==> src/rtl/vrb_pkg.sv <==
// Package: shared constants, standard codes and the preset function for
// the control register bank. Assumes an 8-bit data path.
package vrb_pkg;

    localparam int AW       = 6;
    localparam int DW       = 8;
    localparam int NTIM     = 6;
    localparam int TIM_BASE = 8;

    localparam logic [AW-1:0] A_CTL1 = 6'h00;
    localparam logic [AW-1:0] A_CTL2 = 6'h01;
    localparam logic [AW-1:0] A_PRE  = 6'h02;

    localparam logic [DW-1:0] CTL1_RST = 8'hC0;
    localparam logic [DW-1:0] CTL2_RST = 8'h30;

    typedef enum logic [1:0] {
        STD_NTSC_M = 2'b00,
        STD_PAL_M  = 2'b01,
        STD_PAL    = 2'b10,
        STD_PAL_N  = 2'b11
    } std_e;

    // Built-in per-standard value of timing register idx.
    function automatic logic [DW-1:0] preset_val(input logic [1:0] std, input int idx);
        logic [DW-1:0] v;
        v = '0;
        case (idx)
            0: case (std) 2'b00: v = 8'd63;  2'b01: v = 8'd62;  2'b10: v = 8'd64;  default: v = 8'd65;  endcase
            1: case (std) 2'b00: v = 8'd19;  2'b01: v = 8'd20;  2'b10: v = 8'd22;  default: v = 8'd21;  endcase
            2: case (std) 2'b00: v = 8'd36;  2'b01: v = 8'd37;  2'b10: v = 8'd40;  default: v = 8'd38;  endcase
            3: case (std) 2'b00: v = 8'd128; 2'b01: v = 8'd120; 2'b10: v = 8'd132; default: v = 8'd124; endcase
            4: case (std) 2'b00: v = 8'd150; 2'b01: v = 8'd144; 2'b10: v = 8'd160; default: v = 8'd154; endcase
            5: case (std) 2'b00: v = 8'd100; 2'b01: v = 8'd102; 2'b10: v = 8'd104; default: v = 8'd106; endcase
            default: v = '0;
        endcase
        return v;
    endfunction

endpackage

==> src/rtl/vrb_wr_sync.sv <==
// Write strobe synchroniser: brings wr_n into clk through SYNC_STAGES flops.
// It carries cs_n, addr and wdata through an equally deep pipeline, so the
// bus values line up with the delayed strobe. It emits a one-cycle commit
// pulse on a strobe rise that has select low. Assumes the bus is stable
// around the strobe rise.
module vrb_wr_sync
    import vrb_pkg::*;
#(
    parameter int SYNC_STAGES = 2
) (
    input  logic          clk,
    input  logic          rst_n,
    input  logic          cs_n,
    input  logic          wr_n,
    input  logic [AW-1:0] addr,
    input  logic [DW-1:0] wdata,
    output logic          wr_pulse,
    output logic [AW-1:0] wr_addr,
    output logic [DW-1:0] wr_data
);
    localparam int BUS_W = 1 + AW + DW;
    localparam int LAST  = SYNC_STAGES - 1;

    logic [SYNC_STAGES-1:0] wr_s;
    logic [BUS_W-1:0]       bus_s [SYNC_STAGES];
    logic                   wr_last;

    // First synchroniser stage samples the raw strobe and bus.
    always_ff @(posedge clk) begin
        if (!rst_n) begin
            wr_s[0]  <= 1'b1;
            bus_s[0] <= {1'b1, {(AW+DW){1'b0}}};
        end else begin
            wr_s[0]  <= wr_n;
            bus_s[0] <= {cs_n, addr, wdata};
        end
    end

    genvar g;
    generate
        for (g = 1; g < SYNC_STAGES; g++) begin : g_stage
            // Further synchroniser stages shift strobe and bus in step.
            always_ff @(posedge clk) begin
                if (!rst_n) begin
                    wr_s[g]  <= 1'b1;
                    bus_s[g] <= {1'b1, {(AW+DW){1'b0}}};
                end else begin
                    wr_s[g]  <= wr_s[g-1];
                    bus_s[g] <= bus_s[g-1];
                end
            end
        end
    endgenerate

    // Previous synchronised strobe level for edge detection.
    always_ff @(posedge clk) begin
        if (!rst_n) wr_last <= 1'b1;
        else        wr_last <= wr_s[LAST];
    end

    // Commit on a synchronised rise with select asserted.
    always_comb begin
        wr_pulse = wr_s[LAST] && !wr_last && !bus_s[LAST][AW+DW];
        wr_addr  = bus_s[LAST][AW+DW-1:DW];
        wr_data  = bus_s[LAST][DW-1:0];
    end

    AST_PULSE_SINGLE: assert property (@(posedge clk) disable iff (!rst_n)
        wr_pulse |=> !wr_pulse);
    AST_PULSE_AFTER_HIGH: assert property (@(posedge clk) disable iff (!rst_n)
        wr_pulse |=> wr_s[LAST]);

endmodule

==> src/rtl/vrb_store.sv <==
// Register storage: control 1 (bits 7:4), control 2 (bits 5:0), pre-emphasis
// and NTIM timing registers. A commit pulse writes the decoded register, and
// writes to unmapped addresses are dropped. Reset loads the defaults.
module vrb_store
    import vrb_pkg::*;
(
    input  logic                     clk,
    input  logic                     rst_n,
    input  logic                     wr_pulse,
    input  logic [AW-1:0]            wr_addr,
    input  logic [DW-1:0]            wr_data,
    output logic [DW-1:0]            ctl1,
    output logic [DW-1:0]            ctl2,
    output logic [DW-1:0]            pre,
    output logic [NTIM-1:0][DW-1:0]  tim
);
    logic [3:0]              ctl1_q;
    logic [5:0]              ctl2_q;
    logic [DW-1:0]           pre_q;
    logic [NTIM-1:0][DW-1:0] tim_q;

    // Control 1 upper nibble.
    always_ff @(posedge clk) begin
        if (!rst_n)                              ctl1_q <= CTL1_RST[7:4];
        else if (wr_pulse && wr_addr == A_CTL1)  ctl1_q <= wr_data[7:4];
    end

    // Control 2 low six bits.
    always_ff @(posedge clk) begin
        if (!rst_n)                              ctl2_q <= CTL2_RST[5:0];
        else if (wr_pulse && wr_addr == A_CTL2)  ctl2_q <= wr_data[5:0];
    end

    // Pre-emphasis level.
    always_ff @(posedge clk) begin
        if (!rst_n)                              pre_q <= '0;
        else if (wr_pulse && wr_addr == A_PRE)   pre_q <= wr_data;
    end

    genvar i;
    generate
        for (i = 0; i < NTIM; i++) begin : g_tim
            localparam logic [AW-1:0] MY_ADDR = AW'(TIM_BASE + i);
            // Timing register i, reset to its NTSC-M preset.
            always_ff @(posedge clk) begin
                if (!rst_n)                               tim_q[i] <= preset_val(STD_NTSC_M, i);
                else if (wr_pulse && wr_addr == MY_ADDR)  tim_q[i] <= wr_data;
            end
        end
    endgenerate

    // Pad stored fields to full register width.
    always_comb begin
        ctl1 = {ctl1_q, 4'b0000};
        ctl2 = {2'b00, ctl2_q};
        pre  = pre_q;
        tim  = tim_q;
    end

    logic unmapped;
    // Unmapped-address flag for checking only.
    always_comb begin
        unmapped = !(wr_addr == A_CTL1 || wr_addr == A_CTL2 || wr_addr == A_PRE ||
                     (wr_addr >= AW'(TIM_BASE) && wr_addr < AW'(TIM_BASE + NTIM)));
    end

    AST_UNUSED_NO_CHANGE: assert property (@(posedge clk) disable iff (!rst_n)
        (wr_pulse && unmapped) |=> ($stable(ctl1_q) && $stable(ctl2_q) && $stable(pre_q) && $stable(tim_q)));
    AST_IDLE_HOLD: assert property (@(posedge clk) disable iff (!rst_n)
        !wr_pulse |=> ($stable(ctl1_q) && $stable(ctl2_q) && $stable(pre_q) && $stable(tim_q)));

endmodule

==> src/rtl/vrb_preset.sv <==
// Preset table: gives the built-in value of every timing register for the
// selected standard. Purely combinational.
module vrb_preset
    import vrb_pkg::*;
(
    input  logic [1:0]               std,
    output logic [NTIM-1:0][DW-1:0]  preset
);
    genvar i;
    generate
        for (i = 0; i < NTIM; i++) begin : g_pre
            // Look up preset i for the current standard.
            always_comb preset[i] = preset_val(std, i);
        end
    endgenerate
endmodule

==> src/rtl/vrb_readmux.sv <==
// Read multiplexer: selects the stored register addressed by addr, and returns
// zero for unmapped addresses. Independent of select and strobe.
module vrb_readmux
    import vrb_pkg::*;
(
    input  logic [AW-1:0]            addr,
    input  logic [DW-1:0]            ctl1,
    input  logic [DW-1:0]            ctl2,
    input  logic [DW-1:0]            pre,
    input  logic [NTIM-1:0][DW-1:0]  tim,
    output logic [DW-1:0]            rdata
);
    // Address decode for readback.
    always_comb begin
        rdata = '0;
        case (addr)
            A_CTL1:  rdata = ctl1;
            A_CTL2:  rdata = ctl2;
            A_PRE:   rdata = pre;
            default: begin
                for (int k = 0; k < NTIM; k++) begin
                    if (addr == AW'(TIM_BASE + k)) rdata = tim[k];
                end
            end
        endcase
    end
endmodule

==> src/rtl/vid_ctl_regbank.sv <==
// Top: control register bank of a video encoder. It synchronises host writes,
// stores registers, resolves the effective standard and selects preset or
// stored timing values according to the auto-register flag.
module vid_ctl_regbank
    import vrb_pkg::*;
(
    input  logic        clk,
    input  logic        rst_n,
    input  logic        line625_det,
    input  logic        cs_n,
    input  logic        wr_n,
    input  logic [5:0]  addr,
    input  logic [7:0]  wdata,
    output logic [7:0]  rdata,
    output logic [1:0]  std_sel,
    output logic        sinc_en,
    output logic        comb_en,
    output logic        chroma_off,
    output logic        vbi_pass,
    output logic        blackburst,
    output logic        freerun,
    output logic [7:0]  eff_preemph,
    output logic [7:0]  eff_hsync_w,
    output logic [7:0]  eff_burst_start,
    output logic [7:0]  eff_burst_len,
    output logic [7:0]  eff_luma_gain,
    output logic [7:0]  eff_chroma_gain,
    output logic [7:0]  eff_vbi_gain
);
    logic                    wr_pulse;
    logic [AW-1:0]           wr_addr;
    logic [DW-1:0]           wr_data;
    logic [DW-1:0]           ctl1, ctl2, pre;
    logic [NTIM-1:0][DW-1:0] tim, preset, eff;
    logic                    auto_reg, auto_std;

    vrb_wr_sync #(.SYNC_STAGES(2)) i_sync (
        .clk(clk), .rst_n(rst_n), .cs_n(cs_n), .wr_n(wr_n),
        .addr(addr), .wdata(wdata),
        .wr_pulse(wr_pulse), .wr_addr(wr_addr), .wr_data(wr_data)
    );

    vrb_store i_store (
        .clk(clk), .rst_n(rst_n), .wr_pulse(wr_pulse),
        .wr_addr(wr_addr), .wr_data(wr_data),
        .ctl1(ctl1), .ctl2(ctl2), .pre(pre), .tim(tim)
    );

    vrb_preset i_preset (.std(std_sel), .preset(preset));

    vrb_readmux i_rmux (
        .addr(addr), .ctl1(ctl1), .ctl2(ctl2), .pre(pre), .tim(tim), .rdata(rdata)
    );

    // Standard resolution and mode flags.
    always_comb begin
        auto_reg = ctl1[7];
        auto_std = ctl1[6];
        std_sel  = auto_std ? {line625_det, ctl1[4]} : ctl1[5:4];
    end

    // Effective timing: preset in auto-register mode, stored otherwise.
    always_comb eff = auto_reg ? preset : tim;

    // Port mapping of direct controls and effective timing values.
    always_comb begin
        sinc_en         = ctl2[5];
        comb_en         = ctl2[4];
        chroma_off      = ctl2[3];
        vbi_pass        = ctl2[2];
        blackburst      = ctl2[1];
        freerun         = ctl2[0];
        eff_preemph     = pre;
        eff_hsync_w     = eff[0];
        eff_burst_start = eff[1];
        eff_burst_len   = eff[2];
        eff_luma_gain   = eff[3];
        eff_chroma_gain = eff[4];
        eff_vbi_gain    = eff[5];
    end

    AST_STD_AUTO: assert property (@(posedge clk) disable iff (!rst_n)
        ctl1[6] |-> (std_sel[1] == line625_det && std_sel[0] == ctl1[4]));
    AST_EFF_MANUAL: assert property (@(posedge clk) disable iff (!rst_n)
        !ctl1[7] |-> (eff_hsync_w == tim[0] && eff_vbi_gain == tim[5]));
    AST_EFF_AUTO: assert property (@(posedge clk) disable iff (!rst_n)
        ctl1[7] |-> (eff_hsync_w == preset_val(std_sel, 0)));
    AST_CTL1_LOW_ZERO: assert property (@(posedge clk) disable iff (!rst_n)
        (addr == A_CTL1) |-> (rdata[3:0] == 4'h0));
    AST_CTL2_HIGH_ZERO: assert property (@(posedge clk) disable iff (!rst_n)
        (addr == A_CTL2) |-> (rdata[7:6] == 2'b00));

endmodule

==> config.mk <==
export PLATFORM = sky130hd
export DESIGN_NAME = vid_ctl_regbank
export DESIGN_NICKNAME = d
export VERILOG_FILES = /design/src/rtl/vrb_pkg.sv /design/src/rtl/vrb_wr_sync.sv /design/src/rtl/vrb_store.sv /design/src/rtl/vrb_preset.sv /design/src/rtl/vrb_readmux.sv /design/src/rtl/vid_ctl_regbank.sv
export SDC_FILE = /design/constraint.sdc
export NUM_CORES = 1
export LEC_CHECK = 0
export BUFFER_PORTS_ARGS = -buffer_cell sky130_fd_sc_hd__buf_2
export CORE_MARGIN = 2
export CORE_UTILIZATION = 44
export CTS_BUF_LIST = sky130_fd_sc_hd__clkbuf_8
export DETAILED_ROUTE_END_ITERATION = 8
export SLEW_MARGIN = 5
export SYNTH_ARGS = -nofsm -noshare
export SYNTH_HDL_FRONTEND = slang
export SYNTH_HIERARCHICAL = 1
export SYNTH_SLANG_ARGS = --single-unit
==> constraint.sdc <==
create_clock -name clk -period 2.88 [get_ports clk]
set_clock_uncertainty 0.1 [all_clocks]
set_input_delay 0.72 -clock clk [delete_from_list [all_inputs] [get_ports clk]]
set_output_delay 0.72 -clock clk [all_outputs]
set_load 0.03 [all_outputs]
==> Yosys cells after proc, flatten, opt, wreduce, memory -nomap -nowiden <==
Memory sizes are Yosys's and may differ from the RTL's.
Cells that the tools add are included.
{ "totals": {"in_bits": 19, "ff_bits": 69, "ram_bits": 30, "memories": 1, "elab_cells": 68, "output_inout_bits": 72} }
{ "op_classes": {"n_mux": 19, "bitwise": 2, "eq_ne": 18, "n_reduce_logical": 16} }
{ "mem_list": {"columns": ["name", "words", "width", "read_ports", "rd_ports_with_merged_regs", "write_ports", "line_no", "text"], "rows": [
  ["i_sync.bus_s", 2, 15, 2, 0, 2, "vrb_wr_sync.sv:25", "logic [BUS_W-1:0] bus_s [SYNC_STAGES];"]
]} }
{ "op_table": {"columns": ["operator", "count"], "rows": [
  ["equality test 6 x 4 -> 1 bit (second input constant)", 12],
  ["2-to-1 mux 48 bit", 1],
  ["2-to-1 mux 8 bit", 6],
  ["one-hot mux 8 bit (3 select lines)", 2],
  ["2-to-1 mux 15 bit", 2],
  ["one-hot mux 4 bit (3 select lines)", 2],
  ["one-hot mux 7 bit (3 select lines)", 1],
  ["one-hot mux 6 bit (3 select lines)", 1],
  ["equality test 6 x 1 -> 1 bit (second input constant)", 2],
  ["equality test 6 x 2 -> 1 bit (second input constant)", 2],
  ["logical NOT 6 bit", 2],
  ["logical AND 1 bit", 11],
  ["one-hot mux 3 bit (3 select lines)", 1],
  ["equality test 2 x 1 -> 1 bit (second input constant)", 1],
  ["equality test 2 bit (second input constant)", 1],
  ["logical NOT 1 bit", 2],
  ["logical NOT 2 bit", 1],
  ["2-to-1 mux 1 bit", 2],
  ["2-to-1 mux 2 bit", 1],
  ["bitwise OR 1 bit", 2]
]} }

==> Depth between registers and ports, before layout <==
Gate-level depths: netlist of the first run.
{ "logic_depth": {"ltp_word": 8, "depth_mapped": 7, "depth_no_buf": 5} }

==> Hierarchy <==
Netlist of the first run, hierarchy kept.
{ "by_module_without_submodules": {"columns": ["mod", "area_each_um2", "seq_area_each_um2", "n_inst", "cells_each"], "rows": [
  ["vrb_store", 2662.6, 1321.3, 1, 262],
  ["vrb_wr_sync", 997.2, 660.6, 1, 84],
  ["vrb_readmux", 686.9, 0.0, 1, 77],
  ["vid_ctl_regbank", 670.6, 0.0, 1, 54],
  ["vrb_preset", 420.4, 0.0, 1, 55]
]} }

==> Worst setup path after synthesis of the first run <==
No wires, ideal clock.
{ "synth_path": {"kind": "input to output", "from": "input port addr[2]", "to": "output port rdata[0]", "t_arrival_ns": 2.050, "path_slack_ns": 0.010, "stages": 5, "path_buffers": 1, "required_time_ns": 2.060, "cell_sequence": "buf_6 -> nor4_4 -> and2_4 -> a41oi_1 -> a22oi_1"} }
{ "synth_via": {"elab_chain_len": 8, "elab_cells_between_ends": 16, "cone_classes": "eq/ne: 8; mux: 7; reduce/logical: 1"} }
{ "synth_rtl": {"columns": ["item", "line_no", "text"], "rows": [
  ["from (decl)", "vid_ctl_regbank.sv:12", "input logic [5:0] addr,"],
  ["equality test 6 x 4 -> 1 bit", "vrb_readmux.sv:22", "if (addr == AW'(TIM_BASE + k)) rdata = tim[k];"],
  ["2-to-1 mux 8 bit (6 in a row)", "vrb_readmux.sv:22", null],
  ["one-hot mux 8 bit (3 select lines) (*)", "vrb_readmux.sv:16", "case (addr)"],
  ["to (decl)", "vid_ctl_regbank.sv:14", "output logic [7:0] rdata,"]
]} }
Every way passes the cells marked *; elsewhere a longest branch is shown, timed or not.

==> Final worst setup path of the first run <==
{ "layout_path": {"from": "input port line625_det", "to": "output port eff_luma_gain[7]"} }
{ "layout_via": {"elab_chain_len": 4, "elab_cells_between_ends": 6, "cone_classes": "eq/ne: 2; mux: 3; reduce/logical: 1"} }
{ "layout_rtl": {"columns": ["item", "line_no", "text"], "rows": [
  ["from (decl)", "vid_ctl_regbank.sv:9", "input logic line625_det,"],
  ["2-to-1 mux 2 bit (*)", "vid_ctl_regbank.sv:59", "std_sel = auto_std ? {line625_det, ctl1[4]} : ctl1[5:4];"],
  ["equality test 2 bit, or another cell as far along", "vrb_pkg.sv:32", "3: case (std) 2'b00: v = 8'd128; 2'b01: v = 8'd120; 2'b10: v = 8'd132; default: v = 8'd124; endcase"],
  ["one-hot mux 8 bit (3 select lines) (*)", "vrb_pkg.sv:32", null],
  ["2-to-1 mux 48 bit (*)", "vid_ctl_regbank.sv:63", "always_comb eff = auto_reg ? preset : tim;"],
  ["to (decl)", "vid_ctl_regbank.sv:26", "output logic [7:0] eff_luma_gain,"]
]} }
Marked as above.

==> results.yml, run 1 <==
setup_path:
  cpLargestDelayFamily: "multiplexers"
  path_cells: "buf_6, mux2_4, ha_4, buf_6, or2_1, mux2_4, buf_6"
  critical_path.n_buffers_inverters: 3
  crit_arrival_ps: 2040
  crit_type: "in -> out"
  timing.reg2reg.setup_slack_ps: 810
  max_stage_delay_ps: 300
  setup.worst_path.start_class: "primary input"
  cp_slowest_cell: "mux2_4"
  critical_path.endpoint_type: "output pin"
  r2r-end: "i_store/tim[14]"
  cpMostUsedCell: "buf_6"
  worstRegToRegCells: 3
  critical_path_required_ps: 2060
  reg2reg_from: "i_sync/bus_s[1][8]"
  crit_fanout: 5
yosys:
  synthesis.area_um2: 5440
  syn_avg_cell_area_um2: 10.2
  synth_enable_flop_cells: 0
  ys_seq_elements: 99
  post_synth_main_area_contributors: "dfxtp_1, mux2i_1, buf_4"
  synth_largest_area_cell: "dfxtp_1"
  dominantRegCellSynth: "dfxtp_1"
  ys.warnings.count: 6
  syn_inst: 532
  yosysUniqueCellTypes: 39
  register_area_share_after_synthesis_pct: 36.4
  async_reset_ff_share_pct: 0
  synth_top_area_share_pct: 36.4
place:
  dpl_worst_slack_ps: -123
  place_area_um2: 5830
  dp.cells: 753
  gp_congestion: 0.895
  port-buffer-count: 90
  dp_hpwl_um: 10100
sta:
  worst_slack_ps: 22.7
  fin_setup_tns_ps: 0
  fin_worst_hold_slack_ps: 316
  unrepaired_setup_endpoints_after_global_routing: "true"
  max_clock_freq_mhz: 350
  final-hold-violation-count: 0
  report.final.setup_viol: 0
  layout_worst_path_cycle_share_pct: 99.2
  final_max_slew_viol_count: 0
  layout_min_cycle_time_ps: 2860
  worst_max_slew_pin_slew_ps: 764
  timing.slew.headroom_pct: 48.7
clocking:
  holdBufCountCts: 0
  clk_latency_ps: 360
  clk_root_buffer_cell: "clkbuf_8"
  htree_levels: 3
  clk_transition_reported_paths_ps: 90
  cts_made_buffers: 9
  tritoncts: "yes"
  cts.path.max_buffers: 2
  tritoncts_num_sinks: 99
pwr:
  power.leakage_nw: 2.98
  ir_drop_mv: 0.322
  share_comb_of_total_power_pct: 12.2
  seqPwrFrac_pct: 47.8
  post-layout-total-power_mw: 2.93
  power.density_nw_per_um2: 468
  cellInternalPower_mw: 2.21
  share_clk_of_total_power_pct: 40.0
  net-switching-power_mw: 0.723
  swShare_pct: 24.6
drt:
  route.met3.wl_um: 562
  post_drt_wl_per_cell_um: 17.3
  wl_met1_um: 6170
  dr_total_vias: 3832
  ant_nets: 0
  drt-pass1-iter-count: 4
  drt_first_iter_violations: 216
  met2WireLength_um: 6370
  maxUsedRoutingLayer: "met4"
  drc: 0
  wl_um: 13400
  via_per_inst: 4.96
die:
  die_height_um: 115
  number_of_top_level_pins: 91
  core.rowCount: 40
  design.die.area_um2: 13300
  initial_utilization_pct: 45.1
  fp.coreArea_um2: 12100
  die_w_um: 115
min_path:
  hold_path_depth: 1
  worstHoldEndpoint: "i_sync/wr_s[1]"
  hold_path.startpoint: "i_sync/wr_s[0]"
  holdCritPathClass: "reg -> reg"
final_layout:
  areaGrowthSynthToFinish_pct: 15.3
  total_of_fill_cells_in_the_finished_design: 1106
  post-route-util_pct: 52.0
  finish.net_count: 625
  layoutNonFillerInstCount: 772
  post_route_cells_drive_above_1_share_pct: 37.6
  finalInstanceArea_um2: 6270
  antenna-diode-count: 0
outcome:
  run_status: "completed"
global_routing:
  grt_start_max_net_pins: 70
  globalRouteOverflowTotal: 0
  first_pass_grt_wire_length_um: 20800
  grtUsageTotal_pct: 20.8
  first_global_vias: 3805
  grt_antenna_before_repair: 0
job:
  cap_viol_max_count: 0
[power groups by stage]
stage	logic, mW	registers [mW]	clock network (mW)
after floorplan	0.287	1.42	0
after global placement	0.334	1.43	0
after detailed placement	0.338	1.44	0
after CTS	0.345	1.40	1.20
after global routing	0.384	1.41	1.25
final	0.357	1.40	1.18
[routing by layer]
layer  global-route usage, %  vias to the layer above
met4                    7.95                        0
met1                    28.1                     1834
met3                    2.90                       17
met2                    33.8                      103
met5                       0                        -
li1                        -                     1878
[kinds of logic (layout without fill, tap and decap cells)]
kind of cell	Yosys count	count (layout)	share of synthesized area, %
adder cells (fa/ha/maj)	7	7	1.61
flip-flops	99	99	36.4
buffers and inverters	92	141	11.5
AO/OA/AOI/OAI	53	53	5.98
AND/OR/NAND/NOR	157	157	17.5
other	3	26	0.207
multiplexers	121	121	26.8
[how the worst max path moves through the flow]
stage,startpoint,end,slack [ps],cells after the start
floorplan,addr[2],rdata[0],10,5
global placement,line625_det,eff_vbi_gain[1],-100,6
detailed placement,line625_det,eff_vbi_gain[1],-120,6
CTS,line625_det,eff_hsync_w[5],-3,8
global route,addr[4],rdata[1],-40,6
finish,line625_det,eff_luma_gain[7],20,7
[registers in the layout, summed over array words and instances (netlist names)]
name / count
i_sync/wr_last: 1
i_store/ctl2_q: 6
i_store/tim: 48
i_store/pre: 8
i_sync/wr_s: 2
i_store/ctl1_q: 4
i_sync/bus_s: 30
[worst register-to-register path: stages, from the launching register on]
cell,delay (ps)
dfxtp_1,500
nor4b_4,600
and2_1,540
mux2i_1,250
[synth_stat cells, types with 2 or more instances]
| master | number |
|---|---|
| a21oi_1 | 21 |
| a22oi_1 | 8 |
| a41oi_1 | 4 |
| and2_1 | 34 |
| and3b_1 | 3 |
| buf_2 | 8 |
| buf_4 | 59 |
| buf_6 | 6 |
| clkbuf_1 | 10 |
| clkbuf_2 | 3 |
| conb_1 | 3 |
| dfxtp_1 | 99 |
| ha_1 | 7 |
| inv_1 | 6 |
| mux2_2 | 35 |
| mux2_4 | 20 |
| mux2i_1 | 58 |
| mux4_2 | 8 |
| nand2_1 | 59 |
| nand2_2 | 3 |
| nand2b_1 | 14 |
| nand4_4 | 2 |
| nor2_1 | 5 |
| nor2b_1 | 21 |
| nor3b_1 | 2 |
| nor4_4 | 2 |
| nor4b_4 | 2 |
| o211ai_1 | 4 |
| o21ai_0 | 9 |
| o22ai_1 | 5 |
| or2_1 | 3 |
| or2b_1 | 2 |
[cell type report]
class / count / area (µm²) / share of cell area (%)
Multi-Input combinational cell: 364 / 2970 / 47.4
Tap cell: 168 / 210 / 3.35
Timing Repair Buffer: 119 / 803 / 12.8
Sequential cell: 99 / 1990 / 31.7
Inverter: 6 / 22.5 / 0.359
Clock inverter: 7 / 146 / 2.34
Clock buffer: 9 / 124 / 1.98
[repair_timing]
item	CTS	global route
setup buffers	1	2
pin swaps	1	6
resized for setup	17	43
setup endpoints to repair	21	20
[cells in the final DEF, fill, tap and decap left out, drive strengths merged, types with 4 or more instances in the layout]
cell type | synthesis | layout
buf | 73 | 118
dfxtp | 99 | 99
nand2 | 62 | 62
mux2i | 58 | 58
mux2 | 55 | 55
and2 | 36 | 36
conb | 3 | 26
nor2b | 21 | 21
a21oi | 21 | 21
nand2b | 14 | 14
clkbuf | 13 | 10
o21ai | 9 | 9
mux4 | 8 | 8
a22oi | 8 | 8
inv | 6 | 8
ha | 7 | 7
o22ai | 5 | 5
nor2 | 5 | 5
bufinv | 0 | 4
o211ai | 4 | 4
a41oi | 4 | 4
Power figures use the tool's default switching activity.
==> inputs of run 2 (changes only) <==
--- a/config.mk
+++ b/config.mk
@@ -8,7 +8,6 @@
 export BUFFER_PORTS_ARGS = -buffer_cell sky130_fd_sc_hd__buf_2
 export CORE_MARGIN = 2
 export CORE_UTILIZATION = 44
-export CTS_BUF_LIST = sky130_fd_sc_hd__clkbuf_8
 export DETAILED_ROUTE_END_ITERATION = 8
 export SLEW_MARGIN = 5
 export SYNTH_ARGS = -nofsm -noshare
==> run 2 against run 1 <==
Net effect: clock-buffer cell count unchanged; global-route usage increased by 0.089 points; register-to-register slack about the same; critical path type unchanged.
==> results.yml, run 2 (synthesized netlist as in run 1, its figures left out) <==
sta:
  max_clock_freq_mhz: 350
  worst_slack_ps: 23.2
  layout_worst_path_cycle_share_pct: 99.2
  final-hold-violation-count: 0
  timing.slew.headroom_pct: 47.0
  worst_max_slew_pin_slew_ps: 789
  fin_setup_tns_ps: 0
  fin_worst_hold_slack_ps: 309
  report.final.setup_viol: 0
  unrepaired_setup_endpoints_after_global_routing: "true"
  layout_min_cycle_time_ps: 2860
  final_max_slew_viol_count: 0
pwr:
  power.density_nw_per_um2: 514
  post-layout-total-power_mw: 3.24
  ir_drop_mv: 0.296
  power.leakage_nw: 3.00
final_layout:
  antenna-diode-count: 0
  layoutNonFillerInstCount: 770
  mostFrequentLayoutCell: "dfxtp_1"
  areaGrowthSynthToFinish_pct: 16.1
  largest_register_ffs: 48
  finish.net_count: 623
  finalInstanceArea_um2: 6310
  mostFrequentLayoutCells: "dfxtp_1, buf_2, nand2_1, mux2i_1, and2_1"
  post_route_cells_drive_above_1_share_pct: 37.0
  post-route-util_pct: 52.3
clocking:
  clk_transition_reported_paths_ps: 60
  clk_latency_ps: 340
  cts_made_buffers: 9
  holdBufCountCts: 0
  tritoncts: "yes"
  cts.path.max_buffers: 2
  tritoncts_num_sinks: 99
  htree_levels: 3
  clk_root_buffer_cell: "clkbuf_16"
global_routing:
  grt_antenna_before_repair: 0
  globalRouteOverflowTotal: 0
  first_global_vias: 3826
  first_pass_grt_wire_length_um: 20800
  grt_start_max_net_pins: 70
  grtUsageTotal_pct: 20.9
place:
  dp_hpwl_um: 10100
  place_area_um2: 5830
  port-buffer-count: 90
  gp_congestion: 0.895
  dp.cells: 753
  dpl_worst_slack_ps: -123
die:
  number_of_top_level_pins: 91
  die_w_um: 115
  die_height_um: 115
  initial_utilization_pct: 45.1
  core.rowCount: 40
  design.die.area_um2: 13300
  fp.coreArea_um2: 12100
drt:
  drc: 0
  drt-pass1-iter-count: 4
  post_drt_wl_per_cell_um: 17.3
  via_per_inst: 4.97
  dr_total_vias: 3826
  ant_nets: 0
  drt_first_iter_violations: 178
  wl_um: 13400
outcome:
  run_status: "completed"
setup_path:
  crit_type: "in -> out"
  cp_slowest_cell: "mux2_4"
  critical_path_required_ps: 2060
  setup.worst_path.start_class: "primary input"
  max_stage_delay_ps: 300
  crit_arrival_ps: 2040
  path_cells: "buf_6, mux2_4, ha_4, buf_6, or2_1, mux2_4, buf_6"
  critical_path.n_buffers_inverters: 3
  cpLargestDelayFamily: "multiplexers"
  cpMostUsedCell: "buf_6"
  crit_fanout: 5
  critical_path.endpoint_type: "output pin"
min_path:
  holdCritPathClass: "reg -> reg"
job:
  cap_viol_max_count: 0
-- run 2: changes by cell type in the layout (fill, tap and decap cells not counted), moves of 2 or more --
cell	change
clkbuf_16	+9
clkbuf_8	-9
buf_6	-5
buf_2	+4
buf_4	-3
clkbuf_4	+2
-- run 2: final cells by class --
cell class                 instances  area, µm²
fill                            1094       5750
multi-input combinational        364       2960
sequential                        99       1990
timing repair buffer             117        759
clock buffer                       9        225
tap                              168        210
clock inverter                     7        146
inverter                           6       22.5
-- run 2: repair_timing --
action / 4_1_cts / 5_1_grt
pin swaps: 1 / 3
gates resized for setup: 15 / 25
endpoints found under the hold margin: 0 / 0
setup endpoints to repair: 21 / 20
buffers inserted: 0 / 1
gates cloned: 0 / 0
-- run 2: final timing paths --
check / depth (start not counted) / to / start / slack, ps
worst min register to register: 1 / i_sync/wr_s[1] / i_sync/wr_s[0] / 310
worst max-delay path: 7 / eff_luma_gain[7] / line625_det / 20
worst max register to register: 3 / i_store/tim[14] / i_sync/bus_s[1][8] / 820
worst min-delay path: 1 / i_sync/wr_s[1] / i_sync/wr_s[0] / 310
-- run 2: per-layer routing --
metal | global-route usage, % | vias up | routed length (µm)
met2 | 33.8 | 118 | 6220
li1 | - | 1882 | -
met4 | 8.03 | 0 | 352
met1 | 28.0 | 1806 | 6100
met5 | 0 | - | 0
met3 | 3.37 | 20 | 678
-- run 2: worst register-to-register path: stages (launching register included) --
cell and delay [ps]:
dfxtp_1 490, nor4b_4 600, and2_1 550, mux2i_1 250
-- run 2: where the power goes --
part | total (mW) | switching, mW | internal (mW) | leakage, nW
Combinational | 0.350 | 0.205 | 0.146 | 2.02
Clock | 1.49 | 0.545 | 0.945 | 0.181
Sequential | 1.40 | 0.0140 | 1.39 | 0.805
Total | 3.24 | 0.764 | 2.48 | 3.00
